==> src/rtl/mm_gate_pkg.sv <==
package mm_gate_pkg;
    localparam int unsigned BYTES_PER_DW = 4;

    typedef enum logic {
        GATE_IDLE   = 1'b0,
        GATE_RDWAIT = 1'b1
    } gate_mode_e;
endpackage

==> src/rtl/mm_gate_legal.sv <==
module mm_gate_legal #(
    parameter int unsigned BURST_W = 4,
    parameter int unsigned WIN_DW  = 16,
    localparam int unsigned OFF_W  = $clog2(WIN_DW),
    localparam int unsigned LEN_W  = $clog2(WIN_DW) + 1,
    localparam int unsigned BE_W   = mm_gate_pkg::BYTES_PER_DW * WIN_DW
) (
    input  logic [OFF_W-1:0]   offset,
    input  logic [BURST_W-1:0] burst,
    input  logic [LEN_W-1:0]   len,
    input  logic [BE_W-1:0]    be,
    output logic               legal
);
    localparam logic [LEN_W-1:0] WIN_L  = LEN_W'(WIN_DW);
    localparam logic [LEN_W:0]   WIN_S  = (LEN_W+1)'(WIN_DW);
    localparam int unsigned      BPD    = mm_gate_pkg::BYTES_PER_DW;

    logic [WIN_DW-1:0] be_bad;
    logic [LEN_W:0]    span;
    logic              ok_burst, ok_len, ok_window, ok_enables, multi;

    assign multi = len > LEN_W'(1);

    for (genvar i = 0; i < WIN_DW; i++) begin : g_dw
        localparam logic [LEN_W-1:0] IDX = LEN_W'(i);
        logic [BPD-1:0] bits;
        assign bits      = be[i*BPD +: BPD];
        assign be_bad[i] = multi && (IDX < len) && (|bits) && !(&bits);
    end

    assign span       = {1'b0, {(LEN_W-OFF_W){1'b0}}, offset} + {1'b0, len};
    assign ok_burst   = burst == BURST_W'(1);
    assign ok_len     = (len != '0) && (len <= WIN_L);
    assign ok_window  = span <= WIN_S;
    assign ok_enables = ~|be_bad;
    assign legal      = ok_burst && ok_len && ok_window && ok_enables;
endmodule

==> src/rtl/mm_gate_enmap.sv <==
module mm_gate_enmap #(
    parameter int unsigned WIN_DW = 16,
    localparam int unsigned LEN_W = $clog2(WIN_DW) + 1,
    localparam int unsigned BPD   = mm_gate_pkg::BYTES_PER_DW,
    localparam int unsigned BE_W  = BPD * WIN_DW
) (
    input  logic [LEN_W-1:0]  len,
    input  logic [BE_W-1:0]   be,
    output logic [BPD-1:0]    first_be,
    output logic [WIN_DW-1:0] dw_en
);
    logic single;
    assign single = len == LEN_W'(1);

    for (genvar i = 0; i < WIN_DW; i++) begin : g_dw
        localparam logic [LEN_W-1:0] IDX = LEN_W'(i);
        logic [BPD-1:0] bits;
        assign bits     = be[i*BPD +: BPD];
        assign dw_en[i] = (IDX < len) && (single ? (|bits) : (&bits));
    end

    assign first_be = single ? be[BPD-1:0] : {BPD{dw_en[0]}};
endmodule

==> src/rtl/mm_req_gate.sv <==
module mm_req_gate #(
    parameter int unsigned ADDR_W  = 32,
    parameter int unsigned DATA_W  = 32,
    parameter int unsigned BURST_W = 4,
    parameter int unsigned WIN_DW  = 16,
    localparam int unsigned LEN_W  = $clog2(WIN_DW) + 1,
    localparam int unsigned OFF_W  = $clog2(WIN_DW),
    localparam int unsigned BPD    = mm_gate_pkg::BYTES_PER_DW,
    localparam int unsigned BE_W   = BPD * WIN_DW
) (
    input  logic               clk,
    input  logic               rst,
    input  logic               m_read,
    input  logic               m_write,
    input  logic [ADDR_W-1:0]  m_address,
    input  logic [BURST_W-1:0] m_burstcount,
    input  logic [LEN_W-1:0]   m_length,
    input  logic [BE_W-1:0]    m_byteenable,
    output logic               m_waitrequest,
    output logic [DATA_W-1:0]  m_readdata,
    output logic               m_readdatavalid,
    output logic               m_err,
    output logic               q_valid,
    input  logic               q_ready,
    output logic               q_write,
    output logic [ADDR_W-1:0]  q_addr,
    output logic [LEN_W-1:0]   q_len,
    output logic [BPD-1:0]     q_be,
    output logic [WIN_DW-1:0]  q_dw_en,
    input  logic               c_valid,
    input  logic [DATA_W-1:0]  c_data
);
    import mm_gate_pkg::*;

    typedef struct packed {
        gate_mode_e        mode;
        logic [LEN_W-1:0]  left;
        logic              rdv;
        logic [DATA_W-1:0] rdata;
        logic              err;
    } gate_st_t;

    gate_st_t st_d, st_q;
    logic     rule_ok, req, legal_req, idle, accept, drop;

    mm_gate_legal #(.BURST_W(BURST_W), .WIN_DW(WIN_DW)) u_legal (
        .offset (m_address[2 +: OFF_W]),
        .burst  (m_burstcount),
        .len    (m_length),
        .be     (m_byteenable),
        .legal  (rule_ok)
    );

    mm_gate_enmap #(.WIN_DW(WIN_DW)) u_enmap (
        .len      (m_length),
        .be       (m_byteenable),
        .first_be (q_be),
        .dw_en    (q_dw_en)
    );

    always_comb begin
        req       = m_read | m_write;
        legal_req = rule_ok & ~(m_read & m_write);
        idle      = st_q.mode == GATE_IDLE;
        q_valid   = ~rst & idle & req & legal_req;
        accept    = q_valid & q_ready;
        drop      = ~rst & idle & req & ~legal_req;
        m_waitrequest = rst | ~idle | (req & legal_req & ~q_ready);

        st_d     = st_q;
        st_d.rdv = 1'b0;
        st_d.err = drop;
        if (accept && m_read) begin
            st_d.mode = GATE_RDWAIT;
            st_d.left = m_length;
        end
        if (!idle && c_valid) begin
            st_d.rdv   = 1'b1;
            st_d.rdata = c_data;
            st_d.left  = st_q.left - LEN_W'(1);
            if (st_q.left == LEN_W'(1)) begin
                st_d.mode = GATE_IDLE;
            end
        end
    end

    always_ff @(posedge clk) begin
        if (rst) begin
            st_q <= '{mode: GATE_IDLE, left: '0, rdv: 1'b0, rdata: '0, err: 1'b0};
        end else begin
            st_q <= st_d;
        end
    end

    assign q_write         = m_write;
    assign q_addr          = m_address;
    assign q_len           = m_length;
    assign m_readdata      = st_q.rdata;
    assign m_readdatavalid = st_q.rdv;
    assign m_err           = st_q.err;
endmodule


==> config.mk <==
export PLATFORM = sky130hd
export DESIGN_NAME = mm_req_gate
export DESIGN_NICKNAME = d
export VERILOG_FILES = /design/src/rtl/mm_gate_pkg.sv /design/src/rtl/mm_gate_legal.sv /design/src/rtl/mm_gate_enmap.sv /design/src/rtl/mm_req_gate.sv
export SDC_FILE = /design/constraint.sdc
export NUM_CORES = 1
export LEC_CHECK = 0
export BUFFER_PORTS_ARGS = -buffer_cell sky130_fd_sc_hd__clkbuf_2
export CAP_MARGIN = 20
export CORE_AREA = 2 2 92 94
export DETAILED_ROUTE_END_ITERATION = 10
export DIE_AREA = 0 0 94 96
export GPL_ROUTABILITY_DRIVEN = 1
export GPL_TIMING_DRIVEN = 0
export PLACE_DENSITY_LB_ADDON = 0.08
export SLEW_MARGIN = 25
export SYNTH_ARGS = -nofsm -noshare
export SYNTH_HDL_FRONTEND = slang
export SYNTH_SLANG_ARGS = --single-unit
==> constraint.sdc <==
create_clock -name clk -period 5 [get_ports clk]
set_input_delay 0.25 -clock clk [delete_from_list [all_inputs] [get_ports clk]]
set_output_delay 0.25 -clock clk [all_outputs]
set_load 0.005 [all_outputs]
# --- Word level (Yosys, flattened, before mapping) ---
# Cells that the tools add are included.
totals:
  elab_cells: 188
  mem_bits_ro: 0
  out_inout_bits: 94
  latchBits: 0
  memories: 0
  inputBits: 143
  ramBits: 0
  regBits: 40
op_classes:
  multipliers: 0
  div_mod_pow: 0
  shifts: 0
  reduce_logical: 122
  bitwise_logic: 17
  n_lt_le_gt_ge: 19
  n_addsub: 2
  muxes: 20
  n_eq_ne: 3
ops:
  columns: ["operator", "n"]
  rows:
  - ["logical AND 1 bit", 70]
  - ["AND reduction 4 bit", 16]
  - ["OR reduction 4 bit", 16]
  - ["less-than comparator 4 x 5 -> 1 bit (first input constant)", 8]
  - ["two-way mux 39 bit", 1]
  - ["less-than comparator 3 x 5 -> 1 bit (first input constant)", 4]
  - ["zero test 1 bit", 17]
  - ["two-way mux 1 bit", 17]
  - ["OR reduction 16 bit", 1]
  - ["equality test 5 x 1 -> 1 bit (second input constant)", 2]
  - ["less-than comparator 1 x 5 -> 1 bit (first input constant)", 2]
  - ["less-than comparator 2 x 5 -> 1 bit (first input constant)", 2]
  - ["bitwise AND 1 bit", 9]
  - ["adder 4 x 5 -> 6 bit", 1]
  - ["less-or-equal comparator 6 x 5 -> 1 bit (second input constant)", 1]
  - ["two-way mux 6 bit", 1]
  - ["> comparator 5 x 1 -> 1 bit (second input constant)", 1]
  - ["less-or-equal comparator 5 bit (second input constant)", 1]
  - ["inverter 1 bit", 5]
  - ["nonzero test 5 bit", 1]
  - ["subtractor 5 x 1 -> 5 bit (second input constant)", 1]
  - ["equality test 4 x 1 -> 1 bit (second input constant)", 1]
  - ["two-way mux 4 bit", 1]
  - ["OR 1 bit", 3]
  - ["nonzero test 2 bit", 1]

# --- Depth between registers and ports, before layout ---
depth:
  ltp_word: 14
  depth_mapped: 9
  depth_no_buf: 9

# --- Hierarchy ---
# From an unflattened synthesis, not the netlist that was laid out.
hier_totals:
  cells_unflattened: 440
  hier_area_um2: 3288.2
modules_own_cells:
  columns: ["mod", "area_per_inst_um2", "cells_per_inst", "seq_area_each_um2", "n_inst"]
  rows:
  - ["mm_req_gate", 2140.8, 266, 800.8, 1]
  - ["mm_gate_legal", 674.4, 95, 0.0, 1]
  - ["mm_gate_enmap", 473.0, 79, 0.0, 1]

# --- Worst setup path before layout ---
# OpenSTA, ideal clock, no wires.
synth_path:
  kind: "in2out"
  startpoint: "in m_address[2]"
  endpoint: "out m_waitrequest"
  stages: 8
  setup_slack_ns: 2.897
  t_arrival_ns: 1.853
  required_time_ns: 4.750
  cell_sequence: "ha_1 fa_1 a21o_1 a21oi_1 xnor2_1 a2bb2oi_2 nand3_1 o31ai_1"
synth_between:
  elab_chain_cells: 8
synth_rtl:
  columns: ["element", "line_no", "source"]
  rows:
  - ["start: declaration", "mm_req_gate.sv:15", "input logic [ADDR_W-1:0] m_address,"]
  - ["adder 4 x 5 -> 6 bit", "mm_gate_legal.sv:31", "assign span = {1'b0, {(LEN_W-OFF_W){1'b0}}, offset} + {1'b0, len};"]
  - ["less-or-equal comparator 6 x 5 -> 1 bit", "mm_gate_legal.sv:34", "assign ok_window = span <= WIN_S;"]
  - ["logical AND 1 bit (2 in series)", "mm_gate_legal.sv:36", "assign legal = ok_burst && ok_len && ok_window && ok_enables;"]
  - ["bitwise AND 1 bit", "mm_req_gate.sv:63", "legal_req = rule_ok & ~(m_read & m_write);"]
  - ["bitwise AND 1 bit (2 in series)", "mm_req_gate.sv:68", "m_waitrequest = rst | ~idle | (req & legal_req & ~q_ready);"]
  - ["OR 1 bit", "mm_req_gate.sv:68", null]
  - ["end: declaration", "mm_req_gate.sv:19", "output logic m_waitrequest,"]
# No other way between the ends.

# --- Worst setup path after layout ---
layout_path:
  startpoint: "in m_length[2]"
  endpoint: "out m_waitrequest"
layout_between:
  elab_chain_cells: 11
  elab_cells_between_ends: 79
  classes_between: "add/sub (1); order compare (19); bitwise (4); reduce/logical (55)"
layout_rtl:
  columns: ["element", "line_no", "source"]
  rows:
  - ["start: declaration", "mm_req_gate.sv:17", "input logic [LEN_W-1:0] m_length,"]
  - ["branches (longest 6 deep; another with adder 4 x 5 -> 6 bit)", null, null]
  - ["logical AND 1 bit *", "mm_gate_legal.sv:36", null]
  - ["bitwise AND 1 bit *", "mm_req_gate.sv:63", null]
  - ["bitwise AND 1 bit * (2 in series)", "mm_req_gate.sv:68", null]
  - ["OR 1 bit *", "mm_req_gate.sv:68", null]
# Every way passes the cells marked *.

==> flow_metrics.tcl <==
set metrics [dict create \
    cts_sinks 40 \
    worstHoldStart "c_data[13]" \
    drv_slew 0 \
    synth_area_leaders "dfxtp_1 (26%), buf_4 (17%), nand2_1 (9.8%)" \
    cts_root_buffer "clkbuf_8" \
    tns_ns 0 \
    cts_resized 0 \
    path_buf_inv 3 \
    port_buffers 208 \
    critPathArrivalTime_ns 2.32 \
    setup_slack_ns 2.43 \
    clk_latency_ns 0.29 \
    worst_slew_pin_slew_ns 0.768 \
    synthFlopType "dfxtp_1" \
    grt_max_degree 14 \
    ir_drop_v 0.0000995 \
    synth-edff-count 0 \
    place_area_mm2 0.00426 \
    dieArea_mm2 0.00902 \
    startpoint_type "input port" \
    synth_seq_cells 40 \
    place.gp.congestion 0.811 \
    io_pins 237 \
    setup_violations 0 \
    rows 33 \
    whs_ns 0.171 \
    dieHeight_um 96 \
    initial_utilization_pct 38.4 \
    synth_top_area_share_pct 25.9 \
    crit_path_max_incr_delay_ns 0.60 \
    synthArstFlopShare_pct 0 \
    synthCells 407 \
    cp.required_ns 4.75 \
    ctsHoldBuffers 0 \
    reg2reg_from "st_q[39]$_SDFF_PP0_" \
    vias_per_cell 4.82 \
    area_growth_pct 40.8 \
    seq_area_frac_synth_pct 25.9 \
    drt-initial-drc-count 97 \
    path_cells "clkbuf_2 -> buf_2 -> nor4_1 -> a41oi_1 -> nor4_4 -> nand3_1 -> o31ai_1 -> clkbuf_2" \
    cp_top_family "simple AND/OR/NAND/NOR gates" \
    cts_tree "done" \
    power_density_mw_per_mm2 160 \
    path_max_fanout 10 \
    pre_cts_slack_ns 2.42 \
    crit_path_top_delay_cell "nor4_1" \
    first_pass_iters 5 \
    diodes 0 \
    pwr-share-clk_pct 29.4 \
    clockBufferDepth 2 \
    fin_crit_sh_pct 51.5 \
    power_frac_comb_pct 24.7 \
    antenna_found_initial 0 \
    ys_warn_count 0 \
    drv_cap 0 \
    run_status "completed" \
    end_kind "output pin" \
    netlist_area_mm2 0.00309 \
    fin_crit_ns 2.57 \
    final_cell_area_mm2 0.00435 \
    vias 3506 \
    power_leakage_nw 2.17 \
    hold_violations 0 \
    p_sw_mw 0.187 \
    grt_pass1_vias 3086 \
    wl_per_cell_um 12.3 \
    dieWidth_um 94 \
    dpl.hpwl_um 7710 \
    track_usage_pct 18.8 \
    cts_setup_buffers 0 \
    power_frac_seq_pct 45.9 \
    grt_pass1_wl_um 13800 \
    worstSetupPathType "input port to output pin" \
    clock_skew_ns 0.00402 \
    syn_nets 557 \
    core-area_mm2 0.00805 \
    syn_avg_cell_area_um2 7.59 \
    htreeDepth 2 \
    drive_gt1_share_pct 49.6 \
    drt_wl_total_um 8980 \
    synth_common_cells "nand2_1 (81), buf_4 (70), a21oi_1 (44)" \
    drc 0 \
    cts_buffers 5 \
    relSlewSlack_pct 48.3 \
    p_sw_share_pct 26.9 \
    synth_cell_types 62 \
    drtAntennaViolNets 0 \
    synth_top_cell_by_area "dfxtp_1" \
    p_int_mw 0.508 \
    fill_cells 833 \
    synth.most_common_cell "nand2_1" \
    final_core_util_pct 54.0 \
    fmax_mhz 389 \
    hold_path_class "input port to flip-flop" \
    overflow 0 \
    nNetsFinal 772 \
    clkSlewWorstSetupHoldPaths_ns 0.08 \
    cpMostUsedCell "clkbuf_2" \
    rsz0062_at_grt "false" \
    critPathLaunch "m_length[2]" \
]
-- cell usage in the layout, fill, tap and decap left out, drive strengths merged, types with 5 or more instances in the layout --
cell type | synthesis | routed
a21boi | 6 | 6
a21oi | 45 | 45
and4 | 9 | 9
buf | 74 | 74
clkbuf | 13 | 226
dfxtp | 40 | 40
ha | 6 | 6
inv | 8 | 8
nand2 | 81 | 81
nand3 | 13 | 13
nand4 | 14 | 14
nor2 | 16 | 16
nor3 | 5 | 5
nor4 | 9 | 9
o21ai | 10 | 10
or4 | 11 | 11
-- metal layers --
metal	global-route usage (%)	routed length (um)
met5	0	0
met4	4.59	69
met3	3.05	546
met2	37.0	4930
met1	21.0	3440
-- final timing paths --
kind / end / cells past startpoint / slack [ns]
worst min register to register: m_readdata[15]$_SDFFE_PP0P_ / 2 / 0.46
worst max register to register: st_q[37]$_SDFFE_PP0P_ / 6 / 3.26
worst max-delay path: m_waitrequest / 8 / 2.43
worst min-delay path: m_readdata[13]$_SDFFE_PP0P_ / 3 / 0.17
-- logic make-up after synthesis --
kind of cell    after synthesis  synth area share, %
compound gates               91                 19.2
mux                           1                0.486
fa+ha+maj                     7                 3.08
flops                        40                 25.9
simple gates                170                 29.0
buf+inv                      95                 21.5
xor+xnor                      3                0.851
-- cell type report --
class / instances / area [um2] / share of cell area, %
multi-input combinational: 272 / 1620 / 37.4
timing repair buffer: 208 / 1040 / 23.9
inverter: 8 / 30.0 / 0.691
clock inverter: 3 / 18.8 / 0.432
buffer: 87 / 633 / 14.6
clock buffer: 5 / 68.8 / 1.58
sequential: 40 / 801 / 18.4
tap: 105 / 131 / 3.02
-- power by group through the flow --
stage	combinational [mW]	sequential [mW]	clock, mW
floorplan	0.0824	0.326	0
global route	0.189	0.319	0.226
detailed placement	0.172	0.326	0
finish	0.171	0.319	0.205
CTS	0.173	0.319	0.216
global placement	0.169	0.326	0
-- worst reg2reg max path: stages (launching register included) --
cell	delay (ns)
dfxtp_1	0.41
and2_1	0.15
clkbuf_1	0.28
nand2b_1	0.17
or4_1	0.43
o21a_1	0.18
nand3_1	0.07
-- metrics by stage --
step                cells  total power, mW
finish                728            0.695
global route          728            0.734
CTS                   728            0.708
detailed placement    720            0.498
global placement      720            0.496
floorplan             407            0.409
-- flip-flops by register name (all words and copies together) (netlist names) --
register         cells
m_readdata          32
m_err                1
m_readdatavalid      1
st_q                 6
No activity file was read; power rests on OpenSTA's default activity.
